`src/rtl/fe_pkg.sv`:
```
package fe_pkg;

    typedef enum logic [2:0] {
        OP_NONE  = 3'd0,
        OP_PUT   = 3'd1,
        OP_TAKE  = 3'd2,
        OP_PEEK  = 3'd3,
        OP_POKE  = 3'd4,
        OP_CLEAR = 3'd5
    } fe_op_e;

    typedef enum logic [1:0] {
        RS_OK    = 2'd0,
        RS_RETRY = 2'd1,
        RS_WAIT  = 2'd2
    } fe_status_e;

    localparam int OP_W = 3;
    localparam int ST_W = 2;

    function automatic logic is_write_class(logic [OP_W-1:0] op);
        return (op == OP_PUT) || (op == OP_POKE) || (op == OP_CLEAR);
    endfunction

endpackage

```
`src/rtl/fe_arbiter.sv`:
```
module fe_arbiter #(
    parameter int NP = 2,
    localparam int IW = (NP > 1) ? $clog2(NP) : 1
) (
    input  logic [NP-1:0] valid,
    input  logic [NP-1:0] wr_class,
    output logic          gnt_any,
    output logic [IW-1:0] gnt_idx
);

    // Scan from high to low so the lowest index wins; the write pass runs last so it overrides reads.
    always_comb begin
        gnt_any = 1'b0;
        gnt_idx = '0;
        for (int i = NP - 1; i >= 0; i--) begin
            if (valid[i] && !wr_class[i]) begin
                gnt_any = 1'b1;
                gnt_idx = IW'(i);
            end
        end
        for (int i = NP - 1; i >= 0; i--) begin
            if (valid[i] && wr_class[i]) begin
                gnt_any = 1'b1;
                gnt_idx = IW'(i);
            end
        end
    end

endmodule

```
`src/rtl/fe_store.sv`:
```
module fe_store
    import fe_pkg::*;
#(
    parameter int AW = 4,
    parameter int DW = 16,
    localparam int DEPTH = 1 << AW
) (
    input  logic            clk,
    input  logic            rst_n,
    input  logic            en,
    input  logic [OP_W-1:0] op,
    input  logic [AW-1:0]   addr,
    input  logic [DW-1:0]   wdata,
    output logic            ok_q,
    output logic [DW-1:0]   rdata_q,
    output logic            tag_q
);

    logic [DW-1:0]    words [DEPTH];
    logic [DEPTH-1:0] tags;

    logic cur_tag;
    logic hit, data_we, tag_we, tag_nv, rd_sel;

    assign cur_tag = tags[addr];

    // Tag test and data action decided together: one atomic step per cycle.
    always_comb begin
        hit     = 1'b0;
        data_we = 1'b0;
        tag_we  = 1'b0;
        tag_nv  = 1'b0;
        rd_sel  = 1'b0;
        case (op)
            OP_PUT: begin
                hit     = !cur_tag;
                data_we = !cur_tag;
                tag_we  = !cur_tag;
                tag_nv  = 1'b1;
            end
            OP_TAKE: begin
                hit    = cur_tag;
                rd_sel = cur_tag;
                tag_we = cur_tag;
                tag_nv = 1'b0;
            end
            OP_PEEK: begin
                hit    = 1'b1;
                rd_sel = 1'b1;
            end
            OP_POKE: begin
                hit     = 1'b1;
                data_we = 1'b1;
            end
            OP_CLEAR: begin
                hit    = 1'b1;
                tag_we = 1'b1;
                tag_nv = 1'b0;
            end
            default: hit = 1'b0;
        endcase
    end

    always_ff @(posedge clk) begin
        if (en && data_we) words[addr] <= wdata;
    end

    always_ff @(posedge clk or negedge rst_n) begin
        if (!rst_n) begin
            tags    <= '0;
            ok_q    <= 1'b0;
            rdata_q <= '0;
            tag_q   <= 1'b0;
        end else if (en) begin
            if (tag_we) tags[addr] <= tag_nv;
            ok_q    <= hit;
            rdata_q <= rd_sel ? words[addr] : '0;
            tag_q   <= cur_tag;
        end
    end

endmodule

```
`src/rtl/fe_tagged_mem.sv`:
```
module fe_tagged_mem
    import fe_pkg::*;
#(
    parameter int NP = 2,
    parameter int AW = 4,
    parameter int DW = 16
) (
    input  logic               clk,
    input  logic               rst_n,
    input  logic [NP-1:0]      req_valid,
    input  logic [NP*3-1:0]    req_op,
    input  logic [NP*AW-1:0]   req_addr,
    input  logic [NP*DW-1:0]   req_wdata,
    output logic [NP-1:0]      rsp_valid,
    output logic [NP*2-1:0]    rsp_status,
    output logic [DW-1:0]      rsp_rdata,
    output logic               rsp_tag
);

    localparam int IW = (NP > 1) ? $clog2(NP) : 1;

    typedef enum logic {S_IDLE, S_ANSWER} ctl_state_e;

    ctl_state_e      state_q, state_d;
    logic [NP-1:0]   wr_class;
    logic            gnt_any;
    logic [IW-1:0]   gnt_idx, gnt_idx_q;
    logic [NP-1:0]   valid_q;
    logic [OP_W-1:0] sel_op;
    logic [AW-1:0]   sel_addr;
    logic [DW-1:0]   sel_wdata;
    logic            st_ok;
    logic [DW-1:0]   st_rdata;
    logic            st_tag;

    always_comb begin
        for (int i = 0; i < NP; i++) begin
            wr_class[i] = is_write_class(req_op[i*OP_W +: OP_W]);
        end
    end

    fe_arbiter #(.NP(NP)) u_arb (
        .valid    (req_valid),
        .wr_class (wr_class),
        .gnt_any  (gnt_any),
        .gnt_idx  (gnt_idx)
    );

    assign sel_op    = req_op[gnt_idx*OP_W +: OP_W];
    assign sel_addr  = req_addr[gnt_idx*AW +: AW];
    assign sel_wdata = req_wdata[gnt_idx*DW +: DW];

    fe_store #(.AW(AW), .DW(DW)) u_store (
        .clk     (clk),
        .rst_n   (rst_n),
        .en      (gnt_any),
        .op      (sel_op),
        .addr    (sel_addr),
        .wdata   (sel_wdata),
        .ok_q    (st_ok),
        .rdata_q (st_rdata),
        .tag_q   (st_tag)
    );

    assign state_d = (|req_valid) ? S_ANSWER : S_IDLE;

    // State register together with the request bookkeeping of the answer cycle.
    always_ff @(posedge clk or negedge rst_n) begin
        if (!rst_n) begin
            state_q   <= S_IDLE;
            valid_q   <= '0;
            gnt_idx_q <= '0;
        end else begin
            state_q   <= state_d;
            valid_q   <= req_valid;
            gnt_idx_q <= gnt_idx;
        end
    end

    // Output process.
    always_comb begin
        rsp_valid  = '0;
        rsp_status = {NP{RS_WAIT}};
        rsp_rdata  = '0;
        rsp_tag    = 1'b0;
        unique case (state_q)
            S_IDLE: begin
                rsp_valid = '0;
            end
            S_ANSWER: begin
                rsp_valid = valid_q;
                rsp_rdata = st_rdata;
                rsp_tag   = st_tag;
                for (int i = 0; i < NP; i++) begin
                    if (IW'(i) == gnt_idx_q)
                        rsp_status[i*ST_W +: ST_W] = st_ok ? RS_OK : RS_RETRY;
                end
            end
        endcase
    end

endmodule

```
`config.mk`:
```
export PLATFORM = sky130hd
export DESIGN_NAME = fe_tagged_mem
export DESIGN_NICKNAME = d
export VERILOG_FILES = /design/src/rtl/fe_pkg.sv /design/src/rtl/fe_arbiter.sv /design/src/rtl/fe_store.sv /design/src/rtl/fe_tagged_mem.sv
export SDC_FILE = /design/constraint.sdc
export NUM_CORES = 1
export LEC_CHECK = 0
export ABC_AREA = 1
export BUFFER_PORTS_ARGS = -buffer_cell sky130_fd_sc_hd__clkbuf_2
export CORE_MARGIN = 2
export CORE_UTILIZATION = 40
export CTS_BUF_LIST = sky130_fd_sc_hd__clkbuf_4
export DETAILED_ROUTE_END_ITERATION = 7
export GPL_ROUTABILITY_DRIVEN = 0
export GPL_TIMING_DRIVEN = 0
export PLACE_DENSITY_LB_ADDON = 0.15
export SLEW_MARGIN = 25
export SYNTH_ARGS = -nofsm -noshare
export SYNTH_HDL_FRONTEND = slang
export SYNTH_HIERARCHICAL = 1
export SYNTH_SLANG_ARGS = --single-unit
export TNS_END_PERCENT = 100
```
`constraint.sdc`:
```
create_clock -name clk -period 3.6 [get_ports clk]
set_clock_uncertainty 0.05 [all_clocks]
set_input_delay 0.18 -clock clk [delete_from_list [all_inputs] [get_ports clk]]
set_output_delay 0.18 -clock clk [all_outputs]
set_load 0.05 [all_outputs]
```
==> metrics.txt <==
final critical-path setup slack=0.364 ns; cell type of the slowest stage on the worst timing path=sky130_fd_sc_hd__nor3_4; unrepaired setup endpoints after global routing=false; Max H-tree Level=3; most common cell in the synthesized netlist=sky130_fd_sc_hd__nand2_1; clk_lat worst skew=0.69 ns; synth top area cells=sky130_fd_sc_hd__edfxtp_1, sky130_fd_sc_hd__nand2_1, sky130_fd_sc_hd__dfrtp_1; Setup crit end kind=flop; antenna violations before repair=1; post-route clock period utilization=89.9%; Synth async-reset ratio=12.9%; full die area=31600 sq um; type of origin of the critical path=input pin; worst vdd rail ir drop=0.000240 V; clock tree from TritonCTS=built; final-report max-slew violation count=0; register area=8640 sq um; ordered cell list for the critical path=clkbuf_2, nor2_1, nor2_1, inv_1, nand2_1, a21oi_2, inv_2, buf_6, nand2_1, nand2_1, nand2_2, inv_2, nand2_1, nand2_2, nor2_4, nand2_2, nand2_1, nand2_2, buf_6, nor3_4, buf_8; post-synthesis net count=1089; outcome=finished, final reports clean; maximum number of buffers from clock root to sink=3; number of distinct library cell variants in the gate-level netlist after synthesis=32; first-pass iteration count of the detailed router=5; power density relative to cell area=542 nW/um^2; CORE AREA=29700 sq um; post-synthesis to final-layout area growth=19.9%; post-detailed-routing wire length=35900 um; Static Leak=5.78 nW; share of Yosys cell area claimed by the top area cell type=63.6%; CP arrival=3.56 ns; detailed placer's ending HPWL=23700 um; Worst EP required=3.93 ns; worst hold slack=0.0685 ns; cell area after technology mapping=12100 sq um; fraction of the yosys area taken by sequential cells=71.5%; Nets=1279; Inserted Clock Buffers=79; clock period minus final worst setup slack=3.24 ns; Critical Setup Path Class=input pin to flop; synth cell count leaders=sky130_fd_sc_hd__nand2_1, sky130_fd_sc_hd__edfxtp_1, sky130_fd_sc_hd__nor2_1; synthesized area per cell=11.6 sq um; post-route setup TNS=0 ns; cell count after synthesis=1039; Filler Cell Count=2733; Max Fclk=309 MHz; iteration-0 DRC count of the detailed router=727; number of storage elements in the synthesis netlist=294; die height=178 um; ratio of routed vias to standard cells=5.25; quantity of I/O buffers inserted on ports=72; yosys synthesis warning count=6; number of global-route vias before repair=8578; average wire per standard cell=21.4 um; area of the multi-input gates=3100 sq um; count of pins on the block boundary=73; combined global-route utilization of all metal layers=23.2%; CTS Sinks=294; maximum net fanout on the critical path=10; worst hold path class=input pin to flop; biggest area consumer among synthesized cells=sky130_fd_sc_hd__edfxtp_1; via count=8801; residual DRC count=0; number of buffers and inverters on the critical path=7; count of flip-flops with a built-in enable after synthesis=256; overall power consumption=7.86 mW; post-route antenna net violation count=0; most used flip-flop cell after synthesis=sky130_fd_sc_hd__edfxtp_1; CP max stage delay=0.47 ns; pre-CTS setup slack=-0.656 ns; initial standard-cell utilization of the core=40.7%; largest net degree at the start of global routing=28; buffer type at the clock tree root=sky130_fd_sc_hd__clkbuf_4; Least-Margin Pin Slew=0.910 ns; largest delay contributor family on the critical path=simple AND/OR/NAND/NOR gates; cell with the most instances on the worst path=sky130_fd_sc_hd__nand2_1; final setup fails=0; global-route wire length before repair=52500 um; number of maximum-capacitance constraint violations=0; die extent in x=178 um; remaining global-route overflow=0; final hold viol count=0; fraction of layout cells with a size suffix above 1=24.4%; Max-Slew Margin vs Limit=39.3%; total number of placement rows=63; clock-pin transition on the worst setup and hold timing paths=0.06 ns
==> worst min-delay path: stages <==
cell,delay (ns)
sky130_fd_sc_hd__clkbuf_2,0.10
sky130_fd_sc_hd__nand2_1,0.05
sky130_fd_sc_hd__nand2_1,0.07
sky130_fd_sc_hd__nand2_1,0.06
sky130_fd_sc_hd__nand3_2,0.11
sky130_fd_sc_hd__nand3_1,0.07
sky130_fd_sc_hd__nand2_1,0.06
sky130_fd_sc_hd__nand2_1,0.04
==> through the flow <==
stage | util [%] | cell area, sq um | instances
2_1_floorplan | - | 12100 | 1039
6_report | 48.8 | 14500 | 1676
3_5_place_dp | 44.6 | 13300 | 1523
3_3_place_gp | 43.5 | 12900 | 1501
4_1_cts | 48.5 | 14400 | 1671
5_1_grt | 48.8 | 14500 | 1676
==> timing repair <==
action	in CTS	in global routing
hold endpoints to repair	49	0
setup buffers	0	4
resized for setup	0	5
hold buffers	11	0
setup endpoints to repair	0	72
==> final cells by class <==
class / instances / area share, %
sequential: 294 / 59.6
tap: 390 / 3.37
clock buffer: 128 / 6.63
inverter: 39 / 1.02
multi-input combinational: 653 / 21.4
antenna: 1 / 0.0173
clock inverter: 9 / 0.647
buffer: 53 / 2.16
timing repair buffer: 109 / 5.16
==> sequential cells by signal (all words and copies together), names as in the netlist <==
register	flops
u_store/tag_q	1
u_store/words	256
gnt_idx_q	1
state_q	1
valid_q	2
u_store/ok_q	1
u_store/rdata_q	16
u_store/tags	16
==> power breakdown <==
part           internal (mW)  switching (mW)  leakage (nW)
sequential              3.84          0.0383          2.75
combinational          0.233           0.674          2.40
clock                   1.74            1.33         0.628
total                   5.81            2.04          5.78
==> per-layer routing <==
layer	vias to the layer above	wire (um)	global-route usage [%]
met4	0	978	8.67
met1	4321	15500	30.1
met2	321	17100	38.1
met3	67	2350	5.16
li1	4092	-	-
met5	-	0	0
==> layout by cell type (no fill, tap or decap), types with 6 or more instances in the layout <==
master	n
sky130_fd_sc_hd__nand2_1	261
sky130_fd_sc_hd__edfxtp_1	256
sky130_fd_sc_hd__nor2_1	180
sky130_fd_sc_hd__clkbuf_4	129
sky130_fd_sc_hd__o22ai_1	72
sky130_fd_sc_hd__clkbuf_2	71
sky130_fd_sc_hd__dfrtp_1	38
sky130_fd_sc_hd__o21ai_0	33
sky130_fd_sc_hd__inv_1	28
sky130_fd_sc_hd__buf_4	25
sky130_fd_sc_hd__nand3_1	25
sky130_fd_sc_hd__nand4_1	23
sky130_fd_sc_hd__buf_2	22
sky130_fd_sc_hd__nor3_4	12
sky130_fd_sc_hd__dlygate4sd3_1	11
sky130_fd_sc_hd__buf_6	10
sky130_fd_sc_hd__clkbuf_1	10
sky130_fd_sc_hd__inv_2	9
sky130_fd_sc_hd__a22oi_1	8
sky130_fd_sc_hd__nand2_2	7
sky130_fd_sc_hd__buf_8	7
sky130_fd_sc_hd__clkinv_1	6
sky130_fd_sc_hd__o31ai_1	6
==> cells by family (layout without fill, tap and decap cells) <==
logic type | Yosys count | count (layout) | share of synthesized area (%)
flip-flops | 294 | 294 | 71.5
other | 0 | 1 | 0
AO/OA/AOI/OAI | 131 | 131 | 6.63
AND/OR/NAND/NOR | 522 | 522 | 18.1
buffers and inverters | 92 | 338 | 3.81
==> worst paths after layout <==
| path | startpoint | cells after the start | slack [ns] | end |
|---|---|---|---|---|
| max | req_op[0] | 21 | 0.36 | u_store/words[8][4] |
| min in group asynchronous | rst_n | 3 | 0.50 | u_store/rdata_q[10] |
| max reg2reg | u_store/tags[2] | 13 | 1.04 | u_store/words[8][4] |
| min reg2reg | u_store/tags[9] | 2 | 0.42 | u_store/tags[9] |
| min | req_op[2] | 8 | 0.07 | u_store/tags[0] |
| max in group asynchronous | rst_n | 4 | 1.56 | u_store/rdata_q[14] |
No activity file was read; power rests on OpenSTA's default activity.
